--- src/rtl/stk_pkg.sv ---
package stk_pkg;
  localparam int OFF_CTRL   = 'h10;
  localparam int OFF_RELOAD = 'h14;
  localparam int OFF_CUR    = 'h18;
  localparam int OFF_CALIB  = 'h1C;
  localparam int DATA_W     = 32;
  localparam int FLAG_BIT   = 16;

  typedef struct packed {
    logic load;      // counter takes the reload value
    logic zero;      // counter forced to zero
    logic countEn;   // this cycle is a counting tick while running
    logic wrReload;  // reload register write
  } stk_strobe_t;
endpackage

--- src/rtl/stk_datapath.sv ---
module stk_datapath
  import stk_pkg::*;
#(
  parameter int CNT_W = 24
) (
  input  logic             clk,
  input  logic             rstN,
  input  stk_strobe_t      str,
  input  logic [CNT_W-1:0] wdata,
  output logic [CNT_W-1:0] cntVal,
  output logic [CNT_W-1:0] reloadVal,
  output logic             cntIsZero,
  output logic             relIsZero,
  output logic             wrapEv
);
  logic [CNT_W-1:0] cnt;
  logic [CNT_W-1:0] reloadR;

  assign cntVal    = cnt;
  assign reloadVal = reloadR;
  assign cntIsZero = (cnt == '0);
  assign relIsZero = (reloadR == '0);
  assign wrapEv    = str.countEn && cntIsZero;

  always_ff @(posedge clk) begin
    if (!rstN) reloadR <= '0;
    else if (str.wrReload) reloadR <= wdata;
  end

  always_ff @(posedge clk) begin
    if (!rstN)             cnt <= '0;
    else if (str.zero)     cnt <= '0;
    else if (str.load)     cnt <= reloadR;
    else if (str.countEn) begin
      if (cntIsZero) cnt <= reloadR;
      else           cnt <= cnt - CNT_W'(1);
    end
  end


  cnt_dec_chk: assert property (@(posedge clk) disable iff (!rstN)
    (str.countEn && !cntIsZero) |=> (cnt == $past(cnt) - CNT_W'(1)));


  cnt_freeze_chk: assert property (@(posedge clk) disable iff (!rstN)
    (!str.countEn && !str.load && !str.zero) |=> $stable(cnt));


  cnt_zero_chk: assert property (@(posedge clk) disable iff (!rstN)
    str.zero |=> cntIsZero);
endmodule

--- src/rtl/stk_ctrl.sv ---
module stk_ctrl
  import stk_pkg::*;
#(
  parameter int CNT_W  = 24,
  parameter int ADDR_W = 8,
  parameter int CALIB  = 10000
) (
  input  logic              clk,
  input  logic              rstN,
  input  logic              busValid,
  input  logic              busWrite,
  input  logic [ADDR_W-1:0] busAddr,
  input  logic [2:0]        wdataLow,
  output logic [DATA_W-1:0] busRdata,
  input  logic              refTick,
  input  logic [CNT_W-1:0]  cntVal,
  input  logic [CNT_W-1:0]  reloadVal,
  input  logic              cntIsZero,
  input  logic              relIsZero,
  input  logic              wrapEv,
  output stk_strobe_t       str,
  output logic              irqPulse
);
  localparam int PAD_W = DATA_W - CNT_W;

  logic runR, intEnR, srcR, flagR, irqR;
  logic hitCtrl, hitRel, hitCur, hitCal;
  logic wrCtrl, wrCur, rdCtrl;

  assign hitCtrl = (busAddr == ADDR_W'(OFF_CTRL));
  assign hitRel  = (busAddr == ADDR_W'(OFF_RELOAD));
  assign hitCur  = (busAddr == ADDR_W'(OFF_CUR));
  assign hitCal  = (busAddr == ADDR_W'(OFF_CALIB));

  assign wrCtrl = busValid && busWrite && hitCtrl;
  assign wrCur  = busValid && busWrite && hitCur;
  assign rdCtrl = busValid && !busWrite && hitCtrl;

  always_comb begin
    str.wrReload = busValid && busWrite && hitRel;
    str.zero     = wrCur && !runR;
    str.load     = (wrCur && runR)
                || (wrCtrl && wdataLow[0] && !runR && cntIsZero)
                || (wrCtrl && wdataLow[0] && runR && (wdataLow[2] != srcR));
    str.countEn  = runR && !wrCtrl && !wrCur && (srcR || refTick);
  end

  always_ff @(posedge clk) begin
    if (!rstN) begin
      runR   <= 1'b0;
      intEnR <= 1'b0;
      srcR   <= 1'b0;
    end else if (wrCtrl) begin
      runR   <= wdataLow[0];
      intEnR <= wdataLow[1];
      srcR   <= wdataLow[2];
    end else if (wrapEv && relIsZero) begin
      runR   <= 1'b0;
    end
  end

  always_ff @(posedge clk) begin
    if (!rstN)                 flagR <= 1'b0;
    else if (wrapEv)           flagR <= 1'b1;
    else if (rdCtrl || wrCur)  flagR <= 1'b0;
  end

  always_ff @(posedge clk) begin
    if (!rstN) irqR <= 1'b0;
    else       irqR <= wrapEv && intEnR;
  end
  assign irqPulse = irqR;

  always_comb begin
    busRdata = '0;
    if (busValid && !busWrite) begin
      if (hitCtrl) begin
        busRdata[FLAG_BIT] = flagR;
        busRdata[2:0]      = {srcR, intEnR, runR};
      end else if (hitRel) begin
        busRdata = {{PAD_W{1'b0}}, reloadVal};
      end else if (hitCur) begin
        busRdata = runR ? {{PAD_W{1'b0}}, cntVal} : '0;
      end else if (hitCal) begin
        busRdata = DATA_W'(CALIB);
      end
    end
  end


  irq_single_chk: assert property (@(posedge clk) disable iff (!rstN)
    irqPulse |=> !irqPulse);


  irq_flag_chk: assert property (@(posedge clk) disable iff (!rstN)
    irqPulse |-> flagR);


  self_stop_chk: assert property (@(posedge clk) disable iff (!rstN)
    (wrapEv && relIsZero) |=> !runR);


  write_no_count_chk: assert property (@(posedge clk) disable iff (!rstN)
    (busValid && busWrite && (hitCtrl || hitCur)) |-> !str.countEn);


  flag_set_wins_chk: assert property (@(posedge clk) disable iff (!rstN)
    (wrapEv && rdCtrl) |=> flagR);
endmodule

--- src/rtl/sys_tick_timer.sv ---
module sys_tick_timer
  import stk_pkg::*;
#(
  parameter int CNT_W  = 24,
  parameter int ADDR_W = 8,
  parameter int CALIB  = 10000
) (
  input  logic              clk,
  input  logic              rstN,
  input  logic              busValid,
  input  logic              busWrite,
  input  logic [ADDR_W-1:0] busAddr,
  input  logic [31:0]       busWdata,
  output logic [31:0]       busRdata,
  input  logic              refTick,
  output logic              irqPulse
);
  stk_strobe_t      str;
  logic [CNT_W-1:0] cntVal, reloadVal;
  logic             cntIsZero, relIsZero, wrapEv;
  logic             unusedBits;

  assign unusedBits = ^busWdata[31:CNT_W];

  stk_ctrl #(.CNT_W(CNT_W), .ADDR_W(ADDR_W), .CALIB(CALIB)) uCtrl (
    .clk(clk), .rstN(rstN),
    .busValid(busValid), .busWrite(busWrite), .busAddr(busAddr),
    .wdataLow(busWdata[2:0]), .busRdata(busRdata), .refTick(refTick),
    .cntVal(cntVal), .reloadVal(reloadVal), .cntIsZero(cntIsZero),
    .relIsZero(relIsZero), .wrapEv(wrapEv), .str(str), .irqPulse(irqPulse)
  );

  stk_datapath #(.CNT_W(CNT_W)) uData (
    .clk(clk), .rstN(rstN), .str(str), .wdata(busWdata[CNT_W-1:0]),
    .cntVal(cntVal), .reloadVal(reloadVal), .cntIsZero(cntIsZero),
    .relIsZero(relIsZero), .wrapEv(wrapEv)
  );
endmodule

--- config.mk ---
export PLATFORM = sky130hd
export DESIGN_NAME = sys_tick_timer
export DESIGN_NICKNAME = d
export VERILOG_FILES = /design/src/rtl/stk_pkg.sv /design/src/rtl/stk_datapath.sv /design/src/rtl/stk_ctrl.sv /design/src/rtl/sys_tick_timer.sv
export SDC_FILE = /design/constraint.sdc
export NUM_CORES = 1
export LEC_CHECK = 0
export BUFFER_PORTS_ARGS = -buffer_cell sky130_fd_sc_hd__buf_4
export CAP_MARGIN = 5
export CORE_MARGIN = 2
export CORE_UTILIZATION = 45
export DETAILED_ROUTE_END_ITERATION = 16
export PLACE_DENSITY = 0.68
export SYNTH_ARGS = -nofsm -noshare
export SYNTH_HDL_FRONTEND = slang
export SYNTH_HIERARCHICAL = 1
export SYNTH_SLANG_ARGS = --single-unit
--- constraint.sdc ---
create_clock -name clk -period 4.1 [get_ports clk]
set_clock_uncertainty 0.05 [all_clocks]
set_input_delay 0.41 -clock clk [delete_from_list [all_inputs] [get_ports clk]]
set_output_delay 0.41 -clock clk [all_outputs]
set_load 0.01 [all_outputs]
==> flow_metrics.tcl, run 1 <==
set metrics [dict create \
    rr_endpoint "uData/cntVal[15]" \
    p_per_area_nw_per_um2 222 \
    setup_slack_ns 0.690 \
    worstRegToRegCells 13 \
    ys_seq_area_share_pct 29.6 \
    grt_pass1_vias 3675 \
    drive_gt1_share_pct 19.3 \
    combPwrFrac_pct 8.9 \
    max_slew_margin_pct 26.7 \
    grt_max_degree 35 \
    synth_cell_type_count 61 \
    die_height_um 93.2 \
    ant_nets 0 \
    leakagePower_nw 1.61 \
    vias 3859 \
    instances_no_fill 609 \
    grt_pass1_wl_um 19400 \
    yosys_register_bits 53 \
    worstPathMaxFanout 16 \
    fin_crit_ns 3.41 \
    slew_viol_final 0 \
    drt_pass1_iterations 5 \
    rsz0062_at_grt "false" \
    drc 0 \
    synth_edf_count 0 \
    hold_path_depth 3 \
    num_rows 32 \
    ys.flop_type "dfxtp_1" \
    diodes 0 \
    fillers 781 \
    final-hold-violation-count 0 \
    finalSetupTns_ns 0 \
    finalPower_mw 0.936 \
    syn_area_sq_um 3580 \
    cp-startpoint "uData/cntVal[0]" \
    cts_root_buf "clkbuf_8" \
    drtIter0Drc 418 \
    hold_path_end "uCtrl/intEnR" \
    antenna_found_initial 0 \
    switchingPower_mw 0.241 \
    postCtsSetupBuffers 0 \
    reg2reg_from "uData/cntVal[0]" \
    cp.required_ns 4.26 \
    die_w_um 93.2 \
    gp_congestion 0.990 \
    htreeDepth 2 \
    ioPinCount 78 \
    synthCells 458 \
    finalNetCount 553 \
    p_int_mw 0.695 \
    worstHoldStart "busWdata[1]" \
    swShare_pct 25.7 \
    worst_setup_path_start_kind "flop" \
    grt_usage_pct 28.2 \
    core_sq_um 7730 \
    dp_cells 601 \
    overflow 0 \
    cts-hold-fix-buffers 0 \
    clk_pin_slew_ns 0.11 \
    cts_buffer_depth 2 \
    critPathArrivalTime_ns 3.57 \
    via_per_inst 6.34 \
    yosys_warnings 6 \
    portBuffers 61 \
    crit_type "flop to flop" \
    seqPwrFrac_pct 55.1 \
    synthArstFlopShare_pct 0 \
    setup_viol_count_final 0 \
    drv_cap 0 \
    post_cts_resized 0 \
    status "finished, final reports clean" \
    die-area_sq_um 8690 \
    worstMarginPinSlew_ns 1.09 \
    hold_path_class "input pin to flop" \
    fmax_mhz 293 \
    dp_slack_ns 0.811 \
    routedWlPerCell_um 19.7 \
    avgSynthCellArea_sq_um 7.82 \
    cts_tree "done" \
    syn_to_final_growth_pct 17.5 \
    start_util_pct 46.3 \
    final.period_utilization_pct 83.2 \
    cp-end-kind "flop" \
    dp_hpwl_um 8750 \
    p_clk_share_pct 36.1 \
    vdd_ir_drop_max_mv 0.174 \
    numCtsBuffers 5 \
    cts_sinks 53 \
    routed_wl_um 12000 \
    r2r_setup_slack_ns 0.69 \
    clk_latency_ns 0.31 \
]
-- layout make-up --
cell class	instances	area (sq um)	area share (%)
well taps	102	128	3.03
multi-input cells	361	2320	55.1
repair buffers	75	563	13.4
inverters	10	37.5	0.892
flip-flops and latches	53	1060	25.2
clock buffers	6	82.6	1.96
clock inverters	2	17.5	0.416
-- layer usage --
layer  global-route usage, %  share of wire [%]  vias up
met5                       0                  0        -
met4                    7.11                1.7        0
met3                    3.30                7.7       16
met2                    44.8                 46      194
met1                    40.8                 45     1843
li1                        -                  -     1806
-- power by group through the flow --
stage          Combinational [mW]  Clock, mW  Sequential, mW
2_1_floorplan              0.0458          0           0.527
3_3_place_gp               0.0801          0           0.527
3_5_place_dp               0.0815          0           0.527
4_1_cts                    0.0817      0.344           0.515
5_1_grt                    0.0892      0.369           0.516
6_report                   0.0830      0.338           0.515
-- kinds of logic after synthesis --
group           count (synthesis)  synth area share, %
mux                            35                 9.82
fa+ha+maj                       2                0.699
flops                          53                 29.6
buf+inv                        51                 6.67
xor+xnor                        2                0.489
simple gates                  208                 32.6
other cells                     1                0.105
compound gates                106                 20.0
-- worst max-delay path: stages, from the launching register on --
cell     delay (ns)
dfxtp_1        0.42
inv_1          0.13
ha_1           0.21
or4b_1         0.26
nor3_1         0.10
nand2_1        0.11
inv_1          0.06
a31oi_1        0.16
a21oi_1        0.09
buf_4          0.21
a21oi_1        0.73
buf_4          0.34
mux2i_1        0.30
o22ai_1        0.12
-- synthesized netlist by cell type (2+ instances only) --
master	n	share of area (%)
dfxtp_1	53	30
nand2_1	35	3.7
mux2i_1	34	9.5
a21oi_1	32	4.5
nor2_1	30	3.1
clkbuf_1	29	3.0
nand3_1	27	3.8
nor2b_1	27	4.7
nand4_1	20	3.5
nor3_1	17	2.4
nor4_1	14	2.4
o21ai_0	11	1.5
a31oi_1	9	1.6
inv_1	9	0.94
a22oi_1	8	1.7
buf_4	8	1.7
a21o_1	7	1.5
or4_1	7	1.5
or3_1	6	1.0
a32oi_1	5	1.2
o22ai_1	5	0.87
a2bb2oi_1	4	0.98
a311oi_1	3	0.73
nand2b_1	3	0.52
o211ai_1	3	0.63
or4_4	3	0.94
a2111oi_0	2	0.49
a211oi_1	2	0.42
a32o_1	2	0.56
buf_2	2	0.28
buf_6	2	0.63
ha_1	2	0.70
nand3b_1	2	0.42
nor3b_1	2	0.42
nor4b_1	2	0.49
nor4b_2	2	0.84
o311ai_0	2	0.49
or2_2	2	0.35
or4b_2	2	0.56
xor2_1	2	0.49
-- flip-flops by register name, summed over array words and instances (netlist names) --
| signal | cells |
|---|---|
| uCtrl/flagR | 1 |
| uCtrl/irqPulse | 1 |
| uCtrl/intEnR | 1 |
| uData/reloadVal | 24 |
| uData/cntVal | 24 |
| uCtrl/runR | 1 |
| uCtrl/srcR | 1 |
-- per-stage QoR --
| step | hold WS, ns | area [sq um] | util, % |
|---|---|---|---|
| after floorplan | 0.396 | 3610 | - |
| after global placement | 0.430 | 4110 | 53.2 |
| after detailed placement | 0.439 | 4110 | 53.2 |
| after CTS | 0.293 | 4210 | 54.5 |
| after global routing | 0.283 | 4210 | 54.5 |
| final | 0.293 | 4210 | 54.5 |
-- worst max-delay path by stage --
stage                       endpoint  slack [ns]  cells after the start
floorplan           uData/cntVal[17]        0.88                     12
global placement    uData/cntVal[15]        0.82                     13
detailed placement  uData/cntVal[15]        0.81                     13
CTS                 uData/cntVal[15]        0.79                     13
global route        uData/cntVal[15]        0.49                     13
finish              uData/cntVal[15]        0.69                     13
-- placed cells by master, fill, tap and decap left out, types with 11 or more instances in the layout --
| cell | instances |
|---|---|
| nand2_1 | 35 |
| nor3_1 | 17 |
| mux2i_1 | 34 |
| dfxtp_1 | 53 |
| o21ai_0 | 11 |
| nor4_1 | 14 |
| nor2_1 | 29 |
| nand4_1 | 20 |
| buf_4 | 75 |
| a21oi_1 | 32 |
| nor2b_1 | 27 |
| nand3_1 | 27 |
No activity file was read; power rests on OpenSTA's default activity.
==> run 2: changes to the inputs <==
- clock period: 4.1 -> 3.4 ns (I/O delays scaled with it)
==> run 2 against run 1 <==
Global-route usage up 0.39 points. Flip-flop and latch count unchanged. Non-clock buffer count up 14. First-iteration DRC count down 9.3%. Register-to-register slack worse by 0.48 ns. Worst setup slack worse by 0.48 ns. Count of clock-buffer cells in the layout unchanged. Cell area up 2.5%. Combinational power up 22%. Clock power up 11%. Via count up 1.6%. Total power up 17%. Critical endpoint is now uData/cntVal[1].
==> flow_metrics.tcl, run 2 (same netlist as run 1, synthesis figures left out) <==
set metrics [dict create \
    status "finished, final reports clean" \
    setup_viol_count_final 0 \
    cts_tree "done" \
    grt_pass1_vias 3691 \
    cp-end-kind "flop" \
    crit_type "flop to flop" \
    slew_viol_final 0 \
    hold_path_class "input pin to flop" \
    grt_max_degree 35 \
    cts_root_buf "clkbuf_8" \
    r2r_setup_slack_ns 0.21 \
    postCtsSetupBuffers 0 \
    fin_crit_ns 3.19 \
    routedWlPerCell_um 19.6 \
    max_stage_delay_ns 0.46 \
    path_cells "inv_1 -> ha_1 -> or4b_1 -> nor3_1 -> nand2_1 -> inv_1 -> a31oi_1 -> a21oi_1 -> buf_4 -> inv_1 -> nand2_1 -> nand2_1 -> o221a_2" \
    cp_num_buf_inv 4 \
    syn_to_final_growth_pct 20.4 \
    finalSetupTns_ns 0 \
    htreeDepth 2 \
    numCtsBuffers 5 \
    swShare_pct 25.7 \
    grt_usage_pct 28.6 \
    finalNetCount 567 \
    cp.required_ns 3.56 \
    placed_area_sq_um 4230 \
    die_w_um 93.2 \
    worst_setup_path_start_kind "flop" \
    p_clk_share_pct 34.2 \
    reg2reg_from "uData/cntVal[0]" \
    cp-startpoint "uData/cntVal[0]" \
    leakagePower_nw 1.67 \
    ioPinCount 78 \
    num_rows 32 \
    worst_path_max_delay_cell "or4b_1" \
    drtIter0Drc 379 \
    p_per_area_nw_per_um2 254 \
    critPathArrivalTime_ns 3.35 \
    dp_cells 615 \
    hold_path_end "uData/reloadVal[3]" \
    routed_wl_um 12200 \
    post_cts_resized 0 \
    critical_path.top_delay_family "simple AND/OR/NAND/NOR gates" \
    drt_pass1_iterations 5 \
    gp_congestion 1.01 \
    ant_nets 0 \
    cts_buffer_depth 2 \
    diodes 0 \
    die-area_sq_um 8690 \
    drc 0 \
    dp_slack_ns 0.305 \
    cts_sinks 53 \
    worstPathMaxFanout 10 \
    setup_slack_ns 0.211 \
    mostFrequentLayoutCells "buf_4 (88), dfxtp_1 (53), nand2_1 (35)" \
    switchingPower_mw 0.282 \
    rr_endpoint "uData/cntVal[1]" \
    fmax_mhz 314 \
    worstHoldStart "busWdata[3]" \
    core_sq_um 7730 \
    worstMarginPinSlew_ns 0.962 \
    dp_hpwl_um 9200 \
    holdWs_ns 0.227 \
    final-hold-violation-count 0 \
    grt_pass1_wl_um 19500 \
    drive_gt1_share_pct 21.3 \
    cts-hold-fix-buffers 0 \
    antenna_found_initial 0 \
    combPwrFrac_pct 9.2 \
    overflow 0 \
    vdd_ir_drop_max_mv 0.202 \
    clk_pin_slew_ns 0.10 \
    rsz0062_at_grt "false" \
    utilization_pct 55.8 \
    start_util_pct 46.3 \
    drv_cap 0 \
    instances_no_fill 623 \
    clk_latency_ns 0.31 \
    worstRegToRegCells 13 \
    finalPower_mw 1.10 \
    die_height_um 93.2 \
    final.period_utilization_pct 93.8 \
    vias 3919 \
    p_int_mw 0.815 \
    fin_area_sq_um 4310 \
    max_slew_margin_pct 35.7 \
    seqPwrFrac_pct 56.6 \
    hold_path_depth 3 \
    via_per_inst 6.29 \
    portBuffers 61 \
    layout_commonest_cell "buf_4" \
]
-- run 2: changes by cell type in the layout (fill, tap and decap cells not counted) --
cell / change
buf_4: +13
clkbuf_8: -1
inv_6: -1
clkinvlp_4: +2
buf_12: +1
clkinv_4: -1
clkbuf_1: +1
-- run 2: worst max path at each step --
stage | to | slack (ns) | depth (start not counted)
final | uData/cntVal[1] | 0.21 | 13
after global routing | uData/cntVal[4] | 0.04 | 13
after CTS | uData/cntVal[1] | 0.28 | 13
after detailed placement | uData/cntVal[1] | 0.31 | 13
after global placement | uData/cntVal[16] | 0.35 | 10
after floorplan | uData/cntVal[17] | 0.18 | 12
-- run 2: final cells by class --
type                       instances  area, sq um
fill                             737         3410
tap                              102          128
sequential                        53         1060
timing repair buffer              89          681
clock inverter                     2         15.0
clock buffer                       6         72.6
inverter                          10         37.5
multi-input combinational        361         2320
-- run 2: layer usage --
layer / part of all wire, % / up-vias / GRT usage (%)
li1: - / 1831 / -
met1: 45 / 1866 / 40.0
met2: 45 / 199 / 45.5
met3: 7.1 / 23 / 4.27
met4: 2.5 / 0 / 8.95
met5: 0 / - / 0
-- run 2: worst min-delay path, delay by kind of cell --
kind / cells / cell delay [ns]
mux: 1 / 0.05
simple gates: 1 / 0.09
buf+inv: 1 / 0.08
-- run 2: power groups by stage --
stage	Sequential [mW]	Clock (mW)	Combinational, mW
floorplan	0.635	0	0.0553
global placement	0.635	0	0.0976
detailed placement	0.635	0	0.0997
CTS	0.621	0.380	0.0999
global route	0.621	0.401	0.110
finish	0.621	0.375	0.101
==> run 3: changes to the inputs <==
- CELL_PAD_IN_SITES_DETAIL_PLACEMENT: default -> 1
- CELL_PAD_IN_SITES_GLOBAL_PLACEMENT: default -> 1
- CORE_UTILIZATION: 45 -> 40
- PLACE_DENSITY: 0.68 -> default
- PLACE_DENSITY_LB_ADDON: default -> 0.1
==> run 3 against run 2 <==
Cell area increased by 1.8%. Worst hold slack improved by 0.0033 ns. Non-clock buffer count increased by 6. Combinational power about the same. Highest routed layer unchanged. Sequential share of layout area decreased by 0.44 points. First-iteration DRC count decreased by 21%. Flip-flop and latch count unchanged. Global-route usage decreased by 0.40 points. Die area increased by 12%. Critical path depth unchanged. Clock power increased by 15%. Sequential power about the same.
==> flow_metrics.tcl, run 3 (same netlist as run 1, synthesis figures left out) <==
set metrics [dict create \
    max_slew_margin_pct 25.5 \
    finalNetCount 573 \
    grt_max_degree 35 \
    cp_num_buf_inv 4 \
    drv_cap 0 \
    leakagePower_nw 1.72 \
    cts_buffer_depth 2 \
    setup_viol_count_final 0 \
    worstPathMaxFanout 13 \
    path_cells "inv_1 -> ha_1 -> or4b_1 -> nor3_1 -> nand2_1 -> inv_1 -> a31oi_1 -> a21oi_1 -> buf_4 -> nor2_1 -> buf_4 -> nor3_1 -> nor3_1" \
    fillers 1084 \
    slew_viol_final 0 \
    ant_nets 0 \
    vdd_ir_drop_max_mv 0.143 \
    ioPinCount 78 \
    dp_hpwl_um 10600 \
    fmax_mhz 312 \
    crit_type "flop to flop" \
    via_per_inst 6.31 \
    hold_path_class "input pin to flop" \
    postCtsSetupBuffers 0 \
    setup_slack_ns 0.190 \
    cts_root_buf "clkbuf_8" \
    cts-hold-fix-buffers 0 \
    instances_no_fill 634 \
    grt_pass1_vias 3823 \
    num_rows 34 \
    grt_usage_pct 28.2 \
    die_w_um 98.6 \
    overflow 0 \
    status "finished, final reports clean" \
    die-area_sq_um 9720 \
    drtIter0Drc 299 \
    die_height_um 98.6 \
    portBuffers 61 \
    start_util_pct 41.1 \
    clk_pin_slew_ns 0.10 \
    p_per_area_nw_per_um2 263 \
    gp_congestion 0.953 \
    cp-end-kind "flop" \
    final.period_utilization_pct 94.4 \
    antenna_found_initial 0 \
    drt_pass1_iterations 5 \
    htreeDepth 2 \
    worst_setup_path_start_kind "flop" \
    dp_cells 627 \
    syn_to_final_growth_pct 22.6 \
    worst_path_max_delay_cell "or4b_1" \
    critical_path.top_delay_family "simple AND/OR/NAND/NOR gates" \
    diodes 0 \
    clk_latency_ns 0.31 \
    routed_wl_um 13900 \
    cp.required_ns 3.54 \
    drc 0 \
    post_cts_resized 0 \
    fin_crit_ns 3.21 \
    vias 4003 \
    drive_gt1_share_pct 22.8 \
    cts_sinks 53 \
    critPathArrivalTime_ns 3.35 \
    finalSetupTns_ns 0 \
    fin_area_sq_um 4390 \
    rsz0062_at_grt "false" \
    grt_pass1_wl_um 21500 \
    routedWlPerCell_um 21.9 \
    dp_slack_ns 0.149 \
    mostFrequentLayoutCells "buf_4 (94), dfxtp_1 (53), mux2i_1 (34), nand2_1 (34), a21oi_1 (31)" \
    numCtsBuffers 5 \
    final-hold-violation-count 0 \
    placed_area_sq_um 4280 \
    layout_commonest_cell "buf_4" \
    max_stage_delay_ns 0.49 \
    cts_tree "done" \
    core_sq_um 8720 \
    worstMarginPinSlew_ns 1.11 \
    cpMostUsedCell "nor3_1" \
]
## run 3: area by class of cell
type / instances / area (sq um) / share of cell area, %
Multi-Input combinational cell: 361 / 2330 / 53.0
Sequential cell: 53 / 1060 / 24.2
Timing Repair Buffer: 95 / 726 / 16.5
Tap cell: 108 / 135 / 3.08
Clock buffer: 5 / 68.8 / 1.57
Inverter: 10 / 37.5 / 0.855
Clock inverter: 2 / 35.0 / 0.798
## run 3: final timing paths
| path | start | end | slack [ns] | cells after the start |
|---|---|---|---|---|
| worst max-delay path | uData/cntVal[0] | uData/cntVal[22] | 0.19 | 13 |
| worst min-delay path | busWdata[4] | uData/reloadVal[4] | 0.23 | 3 |
| worst max register to register | uData/cntVal[0] | uData/cntVal[22] | 0.19 | 13 |
| worst min register to register | uCtrl/intEnR | uCtrl/intEnR | 0.45 | 2 |
## run 3: through the flow
step	utilization [%]	hold WS (ns)	total power, mW
floorplan	-	0.396	0.691
finish	50.4	0.230	1.16
global route	50.4	0.238	1.20
detailed placement	49.1	0.435	0.739
CTS	50.2	0.227	1.17
global placement	49.1	0.414	0.736
## run 3: where the power goes
part | total, mW | internal (mW) | switching (mW) | leakage (nW)
clock network | 0.430 | 0.215 | 0.216 | 0.0540
logic | 0.104 | 0.0493 | 0.0548 | 1.24
registers | 0.621 | 0.621 | 0.000463 | 0.427
total | 1.16 | 0.885 | 0.271 | 1.72
## run 3: layer usage
metal	wire (um)	vias to the layer above	track usage [%]	part of all wire, %
li1	-	1844	-	-
met1	6220	1974	39.3	45
met2	6470	157	46.0	46
met3	928	28	3.97	6.7
met4	295	0	7.48	2.1
met5	0	-	0	0
## run 3: worst reg2reg max path, stage by stage (launching register included)
cell and delay (ns):
dfxtp_1 0.32, inv_1 0.14, ha_1 0.18, or4b_1 0.49, nor3_1 0.29, nand2_1 0.16
inv_1 0.10, a31oi_1 0.09, a21oi_1 0.15, buf_4 0.24, nor2_1 0.23, buf_4 0.23
nor3_1 0.34, nor3_1 0.08
